### src/rtl/dqm_pkg.sv
package dqm_pkg;
    typedef enum logic [1:0] {DQ_ACCEPT, DQ_EVAL, DQ_RESPOND} dq_state_t;
    typedef enum logic [1:0] {CS_IDLE, CS_WRESP, CS_RRESP} cs_state_t;

    localparam logic [2:0] RG_BASE_LO = 3'd0;
    localparam logic [2:0] RG_BASE_HI = 3'd1;
    localparam logic [2:0] RG_CTRL    = 3'd2;
    localparam logic [2:0] RG_HEAD    = 3'd3;
    localparam logic [2:0] RG_TAIL    = 3'd4;
    localparam int         CPL_LSB    = 8;
    localparam int         STRIDE_LOG = 5;
endpackage

### src/rtl/dqm_csr.sv
module dqm_csr
    import dqm_pkg::*;
#(
    parameter int AW = 16,
    parameter int DW = 32,
    localparam int QSEL_W = AW - STRIDE_LOG
) (
    input  logic              clk,
    input  logic              rst,
    input  logic [AW-1:0]     awaddr,
    input  logic              awvalid,
    output logic              awready,
    input  logic [DW-1:0]     wdata,
    input  logic              wvalid,
    output logic              wready,
    output logic              bvalid,
    input  logic              bready,
    input  logic [AW-1:0]     araddr,
    input  logic              arvalid,
    output logic              arready,
    output logic [DW-1:0]     rdata,
    output logic              rvalid,
    input  logic              rready,
    output logic              wr_en,
    output logic [QSEL_W-1:0] wr_queue,
    output logic [2:0]        wr_reg,
    output logic [DW-1:0]     wr_data,
    output logic [QSEL_W-1:0] rd_queue,
    output logic [2:0]        rd_reg,
    input  logic [DW-1:0]     rd_value
);
    cs_state_t st, st_nx;
    logic      wr_go, rd_go;

    assign wr_go = (st == CS_IDLE) && awvalid && wvalid;
    assign rd_go = (st == CS_IDLE) && arvalid && !(awvalid && wvalid);

    always_comb begin
        st_nx = st;
        unique case (st)
            CS_IDLE:  if (wr_go) st_nx = CS_WRESP; else if (rd_go) st_nx = CS_RRESP;
            CS_WRESP: if (bready) st_nx = CS_IDLE;
            CS_RRESP: if (rready) st_nx = CS_IDLE;
            default:  st_nx = CS_IDLE;
        endcase
    end

    always_ff @(posedge clk) begin
        if (rst) st <= CS_IDLE;
        else     st <= st_nx;
    end

    always_ff @(posedge clk) begin
        if (rst)        rdata <= '0;
        else if (rd_go) rdata <= (araddr[1:0] == 2'b00) ? rd_value : '0;
    end

    always_comb begin
        awready  = wr_go;
        wready   = wr_go;
        arready  = rd_go;
        bvalid   = (st == CS_WRESP);
        rvalid   = (st == CS_RRESP);
        wr_en    = wr_go && (awaddr[1:0] == 2'b00);
        wr_queue = awaddr[AW-1:STRIDE_LOG];
        wr_reg   = awaddr[4:2];
        wr_data  = wdata;
        rd_queue = araddr[AW-1:STRIDE_LOG];
        rd_reg   = araddr[4:2];
    end

    assert_wresp_hold_R2: assert property (@(posedge clk) disable iff (rst)
        bvalid && !bready |=> bvalid);
    assert_rresp_hold_R2: assert property (@(posedge clk) disable iff (rst)
        rvalid && !rready |=> rvalid && $stable(rdata));
endmodule

### src/rtl/dqm_optable.sv
module dqm_optable #(
    parameter int DEPTH = 16,
    parameter int QSW   = 2,
    parameter int TW    = 8,
    localparam int IW   = $clog2(DEPTH)
) (
    input  logic           clk,
    input  logic           rst,
    input  logic           alloc_en,
    input  logic [QSW-1:0] alloc_q,
    output logic [IW-1:0]  alloc_idx,
    output logic           full,
    input  logic           commit_en,
    input  logic [TW-1:0]  commit_tag,
    output logic           retire_hit,
    output logic [QSW-1:0] retire_q
);
    logic [DEPTH-1:0] busy;
    logic [QSW-1:0]   owner [DEPTH];
    logic [IW-1:0]    ctag;

    assign ctag       = commit_tag[IW-1:0];
    assign full       = &busy;
    assign retire_hit = commit_en && (commit_tag < TW'(DEPTH)) && busy[ctag];
    assign retire_q   = owner[ctag];

    // lowest free entry wins
    always_comb begin
        alloc_idx = '0;
        for (int e = DEPTH - 1; e >= 0; e--)
            if (!busy[e]) alloc_idx = IW'(e);
    end

    always_ff @(posedge clk) begin
        if (rst) busy <= '0;
        else begin
            if (alloc_en)   busy[alloc_idx] <= 1'b1;
            if (retire_hit) busy[ctag]      <= 1'b0;
        end
    end

    always_ff @(posedge clk) begin
        if (alloc_en) owner[alloc_idx] <= alloc_q;
    end

    assert_alloc_free_R9: assert property (@(posedge clk) disable iff (rst)
        alloc_en |-> !full);
    assert_retire_clears_R8: assert property (@(posedge clk) disable iff (rst)
        retire_hit |=> !full);
endmodule

### src/rtl/desc_queue_mgr.sv
module desc_queue_mgr
    import dqm_pkg::*;
#(
    parameter int QUEUES     = 4,
    parameter int QIW        = 8,
    parameter int REQ_TAG_W  = 8,
    parameter int OP_TAG_W   = 8,
    parameter int CPL_W      = 8,
    parameter int PTR_W      = 16,
    parameter int LOG_W      = 4,
    parameter int ADDR_W     = 64,
    parameter int OPS        = 16,
    parameter int DESC_SHIFT = 4,
    parameter int REG_AW     = 16,
    parameter int REG_DW     = 32
) (
    input  logic                 clk,
    input  logic                 rst,
    input  logic                 enable,
    input  logic [QIW-1:0]       req_queue,
    input  logic [REQ_TAG_W-1:0] req_tag,
    input  logic                 req_valid,
    output logic                 req_ready,
    output logic [QIW-1:0]       resp_queue,
    output logic [PTR_W-1:0]     resp_ptr,
    output logic [ADDR_W-1:0]    resp_addr,
    output logic [CPL_W-1:0]     resp_cpl,
    output logic [REQ_TAG_W-1:0] resp_tag,
    output logic [OP_TAG_W-1:0]  resp_op_tag,
    output logic                 resp_empty,
    output logic                 resp_error,
    output logic                 resp_valid,
    input  logic                 resp_ready,
    input  logic [OP_TAG_W-1:0]  commit_tag,
    input  logic                 commit_valid,
    output logic                 commit_ready,
    output logic [QIW-1:0]       doorbell_queue,
    output logic                 doorbell_valid,
    input  logic [REG_AW-1:0]    csr_awaddr,
    input  logic                 csr_awvalid,
    output logic                 csr_awready,
    input  logic [REG_DW-1:0]    csr_wdata,
    input  logic                 csr_wvalid,
    output logic                 csr_wready,
    output logic                 csr_bvalid,
    input  logic                 csr_bready,
    input  logic [REG_AW-1:0]    csr_araddr,
    input  logic                 csr_arvalid,
    output logic                 csr_arready,
    output logic [REG_DW-1:0]    csr_rdata,
    output logic                 csr_rvalid,
    input  logic                 csr_rready
);
    localparam int QSEL_W = REG_AW - STRIDE_LOG;
    localparam int QSW    = (QUEUES > 1) ? $clog2(QUEUES) : 1;
    localparam int OPIW   = $clog2(OPS);

    // per-ring state
    logic [ADDR_W-1:0] q_base  [QUEUES];
    logic [LOG_W-1:0]  q_log   [QUEUES];
    logic [CPL_W-1:0]  q_cpl   [QUEUES];
    logic              q_act   [QUEUES];
    logic [PTR_W-1:0]  q_head  [QUEUES];
    logic [PTR_W-1:0]  q_tailc [QUEUES];
    logic [PTR_W-1:0]  q_tails [QUEUES];

    logic              csr_wr;
    logic [QSEL_W-1:0] csr_q, rd_q;
    logic [2:0]        csr_reg, rd_reg;
    logic [REG_DW-1:0] csr_data, rd_val;

    dqm_csr #(.AW(REG_AW), .DW(REG_DW)) u_csr (
        .clk(clk), .rst(rst),
        .awaddr(csr_awaddr), .awvalid(csr_awvalid), .awready(csr_awready),
        .wdata(csr_wdata), .wvalid(csr_wvalid), .wready(csr_wready),
        .bvalid(csr_bvalid), .bready(csr_bready),
        .araddr(csr_araddr), .arvalid(csr_arvalid), .arready(csr_arready),
        .rdata(csr_rdata), .rvalid(csr_rvalid), .rready(csr_rready),
        .wr_en(csr_wr), .wr_queue(csr_q), .wr_reg(csr_reg), .wr_data(csr_data),
        .rd_queue(rd_q), .rd_reg(rd_reg), .rd_value(rd_val)
    );

    // dequeue pipeline state
    dq_state_t            st, st_nx;
    logic [QIW-1:0]       cap_q;
    logic [REQ_TAG_W-1:0] cap_tag;
    logic [QSW-1:0]       qi;
    logic                 q_ok, q_empty, alloc_en, full, retire_hit;
    logic [PTR_W-1:0]     size_mask;
    logic [ADDR_W-1:0]    desc_addr;
    logic [OPIW-1:0]      alloc_idx;
    logic [QSW-1:0]       retire_q;

    assign qi        = cap_q[QSW-1:0];
    assign q_ok      = enable && (cap_q < QIW'(QUEUES)) && q_act[qi];
    assign q_empty   = (q_head[qi] == q_tails[qi]);
    assign size_mask = (PTR_W'(1) << q_log[qi]) - PTR_W'(1);
    assign desc_addr = q_base[qi] + (ADDR_W'(q_tails[qi] & size_mask) << DESC_SHIFT);
    assign alloc_en  = (st == DQ_EVAL) && q_ok && !q_empty;

    dqm_optable #(.DEPTH(OPS), .QSW(QSW), .TW(OP_TAG_W)) u_ops (
        .clk(clk), .rst(rst),
        .alloc_en(alloc_en), .alloc_q(qi), .alloc_idx(alloc_idx), .full(full),
        .commit_en(commit_valid), .commit_tag(commit_tag),
        .retire_hit(retire_hit), .retire_q(retire_q)
    );

    always_comb begin
        st_nx = st;
        unique case (st)
            DQ_ACCEPT:  if (req_valid && !full) st_nx = DQ_EVAL;
            DQ_EVAL:    st_nx = DQ_RESPOND;
            DQ_RESPOND: if (resp_ready) st_nx = DQ_ACCEPT;
            default:    st_nx = DQ_ACCEPT;
        endcase
    end

    always_ff @(posedge clk) begin
        if (rst) st <= DQ_ACCEPT;
        else     st <= st_nx;
    end

    always_comb begin
        req_ready    = (st == DQ_ACCEPT) && !full;
        resp_valid   = (st == DQ_RESPOND);
        commit_ready = 1'b1;
    end

    always_ff @(posedge clk) begin
        if (rst) begin
            cap_q <= '0; cap_tag <= '0;
            resp_queue <= '0; resp_tag <= '0; resp_ptr <= '0; resp_addr <= '0;
            resp_cpl <= '0; resp_op_tag <= '0; resp_empty <= 1'b0; resp_error <= 1'b0;
        end else if (st == DQ_ACCEPT && req_valid && !full) begin
            cap_q   <= req_queue;
            cap_tag <= req_tag;
        end else if (st == DQ_EVAL) begin
            resp_queue  <= cap_q;
            resp_tag    <= cap_tag;
            resp_ptr    <= q_ok ? q_tails[qi] : '0;
            resp_addr   <= q_ok ? desc_addr : '0;
            resp_cpl    <= q_ok ? q_cpl[qi] : '0;
            resp_op_tag <= alloc_en ? OP_TAG_W'(alloc_idx) : '0;
            resp_empty  <= q_ok && q_empty;
            resp_error  <= !q_ok;
        end
    end

    // ring state: later assignments win, so register writes beat pipeline updates
    always_ff @(posedge clk) begin
        if (rst) begin
            for (int i = 0; i < QUEUES; i++) begin
                q_base[i] <= '0; q_log[i] <= '0; q_cpl[i] <= '0; q_act[i] <= 1'b0;
                q_head[i] <= '0; q_tailc[i] <= '0; q_tails[i] <= '0;
            end
        end else begin
            for (int i = 0; i < QUEUES; i++) begin
                if (alloc_en && qi == QSW'(i))         q_tails[i] <= q_tails[i] + PTR_W'(1);
                if (retire_hit && retire_q == QSW'(i)) q_tailc[i] <= q_tailc[i] + PTR_W'(1);
                if (csr_wr && csr_q == QSEL_W'(i)) begin
                    case (csr_reg)
                        RG_BASE_LO: q_base[i][REG_DW-1:0] <= csr_data;
                        RG_BASE_HI: q_base[i][ADDR_W-1:REG_DW] <= csr_data[ADDR_W-REG_DW-1:0];
                        RG_CTRL: begin
                            q_act[i] <= csr_data[REG_DW-1];
                            q_cpl[i] <= csr_data[CPL_LSB +: CPL_W];
                            q_log[i] <= csr_data[LOG_W-1:0];
                        end
                        RG_HEAD: q_head[i] <= csr_data[PTR_W-1:0];
                        RG_TAIL: begin
                            q_tailc[i] <= csr_data[PTR_W-1:0];
                            q_tails[i] <= csr_data[PTR_W-1:0];
                        end
                        default: ;
                    endcase
                end
            end
        end
    end

    always_ff @(posedge clk) begin
        if (rst) begin
            doorbell_valid <= 1'b0;
            doorbell_queue <= '0;
        end else begin
            doorbell_valid <= csr_wr && csr_reg == RG_HEAD && csr_q < QSEL_W'(QUEUES);
            if (csr_wr && csr_reg == RG_HEAD) doorbell_queue <= QIW'(csr_q);
        end
    end

    always_comb begin
        rd_val = '0;
        if (rd_q < QSEL_W'(QUEUES)) begin
            case (rd_reg)
                RG_BASE_LO: rd_val = q_base[rd_q[QSW-1:0]][REG_DW-1:0];
                RG_BASE_HI: rd_val = REG_DW'(q_base[rd_q[QSW-1:0]][ADDR_W-1:REG_DW]);
                RG_CTRL: begin
                    rd_val[REG_DW-1]          = q_act[rd_q[QSW-1:0]];
                    rd_val[CPL_LSB +: CPL_W]  = q_cpl[rd_q[QSW-1:0]];
                    rd_val[LOG_W-1:0]         = q_log[rd_q[QSW-1:0]];
                end
                RG_HEAD: rd_val = REG_DW'(q_head[rd_q[QSW-1:0]]);
                RG_TAIL: rd_val = REG_DW'(q_tailc[rd_q[QSW-1:0]]);
                default: rd_val = '0;
            endcase
        end
    end

    assert_resp_hold_R4: assert property (@(posedge clk) disable iff (rst)
        resp_valid && !resp_ready |=> resp_valid && $stable(resp_ptr) && $stable(resp_addr)
            && $stable(resp_op_tag) && $stable(resp_tag) && $stable(resp_empty) && $stable(resp_error));
    assert_no_req_during_resp_R4: assert property (@(posedge clk) disable iff (rst)
        resp_valid |-> !req_ready);
    assert_flags_exclusive_R7: assert property (@(posedge clk) disable iff (rst)
        resp_valid |-> !(resp_empty && resp_error));
    assert_full_stalls_R9: assert property (@(posedge clk) disable iff (rst)
        full |-> !req_ready);
    assert_doorbell_pulse_R3: assert property (@(posedge clk) disable iff (rst)
        doorbell_valid |=> !doorbell_valid);
    assert_refused_no_tag_R6: assert property (@(posedge clk) disable iff (rst)
        resp_valid && (resp_empty || resp_error) |-> resp_op_tag == '0);
endmodule

### config.mk
export PLATFORM = sky130hd
export DESIGN_NAME = desc_queue_mgr
export DESIGN_NICKNAME = d
export VERILOG_FILES = /design/src/rtl/dqm_pkg.sv /design/src/rtl/dqm_csr.sv /design/src/rtl/dqm_optable.sv /design/src/rtl/desc_queue_mgr.sv
export SDC_FILE = /design/constraint.sdc
export NUM_CORES = 1
export LEC_CHECK = 0
export ABC_CLOCK_PERIOD_IN_PS = 14080
export BUFFER_PORTS_ARGS = -buffer_cell sky130_fd_sc_hd__buf_2
export CAP_MARGIN = 10
export CORE_ASPECT_RATIO = 0.6
export CORE_MARGIN = 2
export CORE_UTILIZATION = 30
export DETAILED_ROUTE_END_ITERATION = 6
export GPL_TIMING_DRIVEN = 0
export HOLD_SLACK_MARGIN = 0.12
export MAX_ROUTING_LAYER = met4
export PLACE_DENSITY = 0.54
export SYNTH_ARGS = -nofsm -noshare
export SYNTH_HDL_FRONTEND = slang
export SYNTH_SLANG_ARGS = --single-unit
### constraint.sdc
create_clock -name clk -period 14.08 [get_ports clk]
set_input_delay 0.704 -clock clk [delete_from_list [all_inputs] [get_ports clk]]
set_output_delay 0.704 -clock clk [all_outputs]
set_load 0.02 [all_outputs]
==> results.tsv, run 1 <==
metric	value	unit
run status	finished clean	
RSZ-0062 raised after global routing	no	
post_cts resized	0	
maximum root-to-sink buffer count	3	
drt initial violations	4115	
Synth Area in Compound Gates	7.10	%
Worst slew margin	14.7	%
first-pass GRT wire length	204000	µm
Final setup viols	0	
Slew @ Worst Pin	1280	ps
Final Power	5.10	mW
setup ws final	6670	ps
DR WL/cell	28.5	µm
Nets	3531	
row count	100	
Antenna Nets Post-Route	0	
Netlist cell types	81	
post-synthesis mux area share	15.8	%
Seq/Total Area, Yosys	52.6	%
flop and latch count out of synthesis	721	
Synth Cell Area	37600	µm²
synth-to-layout area growth	16.9	%
clock tree sinks	721	
Fill cells	12200	
most common cell after layout, fill and taps aside	edfxtp_1	
leak pwr	15.6	nW
worst-path fanout max	10	
DRT Pass-1 Iters	6	
Die Height	278	µm
largest net degree at the start of global routing	29	
initial antenna violation count	15	
number of synthesis warnings	0	
syn_area_per_cell	12.2	µm²
TNS Setup	0	ps
Critical Path RT	14640	ps
number of synthesized flops with an enable pin	532	
R2R Setup Slk	6670	ps
worst hold slack	266	ps
main combinational cell family by area after synthesis	simple AND/OR/NAND/NOR gates	
fin. max-slew vios	0	
clk slew on worst S/H paths	70	ps
worst min path class	in2reg	
min Tclk post-route	7410	ps
Via-to-Cell Ratio	5.47	
Clock Skews	36.3	ps
Total GRT Usage	23.3	%
Multi-input gate area	16700	µm²
Core Area	124000	µm²
crit end category	flip-flop	
wirelength, routed	147000	µm
Post-Synthesis Cells	3070	
fmax	135	MHz
post-DP HPWL	114000	µm
Post-CTS Setup Repair Bufs	0	
CTS Buf Count	74	
DRC viols	0	
most frequent cells in the layout	edfxtp_1 (532), and2_1 (392), nand2_1 (269), buf_2 (253), mux4_2 (237)	
die area	128000	µm²
DR vias	28300	
PD cells	116	nW/µm²
CTS Hold Buffers Added	0	
Initial Util	30.3	%
dominant synthesized flop cell	edfxtp_1	
Max Cap Viol	0	
Final Cycle Share	52.7	%
pre-CTS WS	6950	ps
grt ovf	0	
Max VDD drop	0.0753	mV
Ports	262	
XOR/XNOR share of the synthesized area	4.01	%
GPL Wtd Cong	0.954	
TritonCTS clock tree	built	
CTS root buffer	clkbuf_16	
CP arrival	7970	ps
Synth Area in Simple Gates	16.4	%
htree depth	3	
Port Buffers	234	
worst skew pair latency	700	ps
layout cell share with drive strength beyond 1	20.7	%
Async S/R FF share, synth	0	%
Crit Path Category	reg2reg	
Hold Vio Cnt, Final	0	
number of global-route vias before repair	26400	
register area	19800	µm²
Post-Synth Adder-Cell Area	0.886	%
critical path launch point type	flip-flop	
die extent in x	461	µm
[flip-flops by register name, summed over array words and instances (netlist names), 32 cells and up, named ones only]
signal       count
q_base         256
q_head          64
u_csr.rdata     32
q_tails         64
resp_addr       64
q_tailc         64
q_cpl           32
u_ops.owner     32
[routing by layer]
layer / global-route usage (%) / vias to the layer above / wire [µm]
met1: 34.8 / 14200 / 67100
met5: - / - / 0
met3: 10.2 / 157 / 22600
met2: 28.2 / 1789 / 54500
li1: - / 12100 / -
met4: 4.59 / 0 / 2870
[cell families (layout without fill, tap and decap cells)]
| group | count (synthesis) | after routing |
|---|---|---|
| multiplexers | 284 | 284 |
| adder cells (fa/ha/maj) | 26 | 26 |
| XOR/XNOR | 172 | 172 |
| other | 2 | 20 |
| AND/OR/NAND/NOR | 1161 | 1161 |
| AO/OA/AOI/OAI | 437 | 437 |
| buffers and inverters | 267 | 660 |
| flip-flops | 721 | 721 |
[per-stage QoR]
step / cell area [µm²] / cells / util [%]
finish: 43900 / 5164 / 35.4
global route: 43900 / 5158 / 35.4
CTS: 43900 / 5148 / 35.3
detailed placement: 41300 / 5011 / 33.3
global placement: 40900 / 4991 / 32.9
floorplan: 37600 / 3074 / -
[cell usage after synthesis (all sizes together), types with 8 or more instances]
cell / instances / area share, %
mux2: 16 / 0.48
nand4: 37 / 0.65
and3: 29 / 0.48
and2: 392 / 6.5
and4: 11 / 0.26
xnor2: 75 / 1.7
nand3: 86 / 1.2
nor4: 22 / 0.50
edfxtp: 532 / 43
inv: 47 / 0.47
clkbuf: 161 / 1.6
buf: 58 / 1.1
o211ai: 12 / 0.24
nand2b: 14 / 0.23
dfxtp: 189 / 10
a31oi: 10 / 0.17
xor2: 97 / 2.3
mux2i: 24 / 0.64
a21oi: 57 / 0.76
o21a: 18 / 0.36
nor2: 200 / 2.0
o21ai: 204 / 2.7
a22oi: 68 / 1.4
nand2: 269 / 2.7
nor3: 28 / 0.37
mux4: 244 / 15
nor2b: 18 / 0.30
or3: 14 / 0.25
nor3b: 8 / 0.16
a21o: 17 / 0.34
ha: 25 / 0.83
[layout make-up]
cell class	instances	area share (%)
multi-input combinational	2086	38.0
sequential	721	45.0
buffer	220	2.35
antenna	14	0.0798
tap	1683	4.79
clock inverter	46	1.15
timing repair buffer	256	3.54
inverter	47	0.402
clock buffer	91	4.73
[where the power goes]
part / switching, mW / internal, mW / total [mW] / leakage (nW)
clock network: 0.940 / 1.22 / 2.16 / 1.25
registers: 0.0431 / 2.33 / 2.37 / 7.03
logic: 0.366 / 0.195 / 0.560 / 7.33
[worst paths after layout]
| kind | start | to | depth (start not counted) |
|---|---|---|---|
| min reg2reg | resp_addr[57] | resp_addr[57] | 2 |
| max reg2reg | flip-flop | resp_addr[63] | 16 |
| min | req_tag[4] | cap_tag[4] | 3 |
| max | flip-flop | resp_addr[63] | 16 |
[worst max-delay path, stage by stage (launching register included)]
cell and delay, ps:
dfxtp_1 350, buf_6 200, buf_6 280, buf_4 290, buf_2 410, buf_1 810
clkbuf_1 830, clkbuf_1 930, mux4_2 570, ha_1 470, and4_1 280, o2111ai_1 160
a2111oi_2 680, o21ai_1 270, buf_2 250, o311ai_0 350, o211ai_1 130
(Power assumes the default switching activity.)
==> inputs of run 2 (changes only) <==
--- a/config.mk
+++ b/config.mk
@@ -5,7 +5,7 @@
 export SDC_FILE = /design/constraint.sdc
 export NUM_CORES = 1
 export LEC_CHECK = 0
-export ABC_CLOCK_PERIOD_IN_PS = 14080
+export ABC_CLOCK_PERIOD_IN_PS = 5950
 export BUFFER_PORTS_ARGS = -buffer_cell sky130_fd_sc_hd__buf_2
 export CAP_MARGIN = 10
 export CORE_ASPECT_RATIO = 0.6
@@ -15,7 +15,7 @@
 export GPL_TIMING_DRIVEN = 0
 export HOLD_SLACK_MARGIN = 0.12
 export MAX_ROUTING_LAYER = met4
-export PLACE_DENSITY = 0.54
+export PLACE_DENSITY = 0.56
 export SYNTH_ARGS = -nofsm -noshare
 export SYNTH_HDL_FRONTEND = slang
 export SYNTH_SLANG_ARGS = --single-unit
==> constraint.sdc (replaced) <==
create_clock -name clk -period 5.95 [get_ports clk]
set_input_delay 0.2975 -clock clk [delete_from_list [all_inputs] [get_ports clk]]
set_output_delay 0.2975 -clock clk [all_outputs]
set_load 0.02 [all_outputs]
==> run 2 against run 1 <==
Net effect: design area is 0.73% higher; die area unchanged; first-iteration DRC count up 8.6%; clock skew is 11 ps lower; total power grew 130%; routed wire length fell by 1.4%; hold slack got worse by 88 ps; global-route usage fell by 0.47 points; worst setup slack worse by 6300 ps; clock power is 120% higher; combinational power up 140%; non-clock buffer count increased by 46; critical endpoint is now resp_addr[34]; highest routed layer unchanged.
==> results.tsv, run 2 (synthesis results as in run 1) <==
metric	value	unit	change
setup ws final	390	ps	-6280 ps
TritonCTS clock tree	built		
most common cell after layout, fill and taps aside	edfxtp_1		
GPL Wtd Cong	0.942		-1.2%
Buf/Inv on CP	5		-3
Max Cap Viol	0		unchanged
Nets	3578		+1.3%
min Tclk post-route	5560	ps	-1850 ps
DR vias	28500		+0.90%
die area	128000	µm²	unchanged
row count	100		unchanged
pre-CTS WS	-1050	ps	-8000 ps
post-DP HPWL	113000	µm	-1.1%
Slowest-stage cell, CP	clkbuf_1		
Via-to-Cell Ratio	5.48		+0.14%
largest net degree at the start of global routing	29		unchanged
Biggest register	q_base		
worst hold slack	178	ps	-88.3 ps
first-pass GRT wire length	202000	µm	-1.0%
Total GRT Usage	22.8	%	-0.47 points
Die Height	278	µm	unchanged
Clock Skews	25.7	ps	-10.6 ps
RSZ-0062 raised after global routing	no		
drt initial violations	4467		+8.6%
clk slew on worst S/H paths	70	ps	about the same
PD cells	267	nW/µm²	+130%
run status	finished clean		
worst skew pair latency	690	ps	about the same
DR WL/cell	27.9	µm	-2.1%
max reg flops	256		unchanged
fmax	180	MHz	+33%
CTS root buffer	clkbuf_16		
initial antenna violation count	11		-4
CP arrival	6100	ps	-1870 ps
grt ovf	0		unchanged
CP delay by family, top	buffers and inverters		
critical path launch point type	flip-flop		
Slew @ Worst Pin	1260	ps	-17.3 ps
crit end category	flip-flop		
Critical Path RT	6490	ps	-8150 ps
Worst path max stage delay	860	ps	-70 ps
synth-to-layout area growth	17.8	%	
wirelength, routed	145000	µm	-1.4%
Final Cycle Share	93.4	%	+41 points
layout cell share with drive strength beyond 1	20.6	%	-0.14 points
number of global-route vias before repair	26300		-0.54%
R2R depth	14		-2
CTS Buf Count	75		+1.4%
leak pwr	15.7	nW	+0.79%
Antenna Nets Post-Route	0		unchanged
Worst slew margin	15.2	%	+0.51 points
die extent in x	461	µm	unchanged
htree depth	3		unchanged
worst-path fanout max	37		+27
most frequent cells in the layout	edfxtp_1 (532), and2_1 (392), nand2_1 (269), buf_2 (251), mux4_2 (237)		
hold path depth	2		-1
Core Area	124000	µm²	unchanged
Ports	262		unchanged
DRC viols	0		unchanged
DRT Pass-1 Iters	5		-1
crit path cell chain	buf_6 -> clkbuf_8 -> clkbuf_1 -> clkbuf_2 -> mux4_2 -> ha_1 -> a21oi_1 -> o21ai_0 -> a31o_2 -> o31ai_1 -> clkbuf_1 -> nor3_1 -> xnor2_1 -> o21ai_0		
clock tree sinks	721		unchanged
worst min path class	in2reg		
Crit Path Category	reg2reg		
Hold Vio Cnt, Final	0		unchanged
critical path depth	14		-2
fin. max-slew vios	0		unchanged
Port Buffers	234		unchanged
Final setup viols	0		unchanged
Max VDD drop	0.223	mV	+200%
Initial Util	30.3	%	unchanged
maximum root-to-sink buffer count	3		unchanged
## run 2: per-layer routing
layer  wire (µm)  track usage [%]
met1       65500             34.2
met3       21900             9.42
met5           0                -
met4        2330             3.89
met2       55300             28.3
## run 2: what timing repair did
| action | CTS | global route |
|---|---|---|
| gates resized for setup | 3 | 10 |
| hold buffers | 48 | 0 |
| cloned | 0 | 1 |
| setup endpoints to repair | 52 | 39 |
| pin swaps | 0 | 2 |
| hold endpoints to repair | 175 | 0 |
| buffers inserted | 0 | 2 |
## run 2: final timing paths
kind	start	to	slack (ps)
setup / recovery	flip-flop	resp_addr[34]	390
hold / removal	csr_wdata[3]	q_log[1][3]	180
setup reg to reg	flip-flop	resp_addr[34]	390
hold reg to reg	resp_addr[62]	resp_addr[62]	450
## run 2: where the power goes
part / internal, mW / switching, mW / total (mW) / leakage [nW]
clock network: 2.64 / 2.20 / 4.85 / 1.17
registers: 5.51 / 0.101 / 5.61 / 7.03
logic: 0.481 / 0.858 / 1.34 / 7.53
## run 2: area by class of cell
cell class	instances	area, µm²
fill	12200	79900
sequential	721	19800
multi-input combinational	2086	16700
tap	1683	2110
timing repair buffer	308	2060
clock buffer	92	1960
buffer	214	1010
clock inverter	47	462
inverter	47	176
antenna	5	12.5
## run 2: worst reg2reg max path: cells and delay by family (launching register included)
kind	cells	cell delay [ps]
XOR/XNOR	1	240
adder cells (fa/ha/maj)	1	420
AND/OR/NAND/NOR	1	150
flip-flops	1	340
AO/OA/AOI/OAI	5	1140
multiplexers	1	500
buffers and inverters	5	2640
## run 2: through the flow
step / power [mW] / setup TNS, ps / cell area, µm² / std cells / util (%)
final: 11.8 / 0 / 44200 / 5203 / 35.6
after global routing: 12.1 / 0 / 44200 / 5201 / 35.6
after CTS: 11.8 / 0 / 44100 / 5193 / 35.6
after detailed placement: 6.98 / -30840 / 41200 / 5010 / 33.2
after global placement: 6.95 / -27820 / 40900 / 4991 / 32.9
after floorplan: 6.41 / 0 / 37600 / 3074 / -
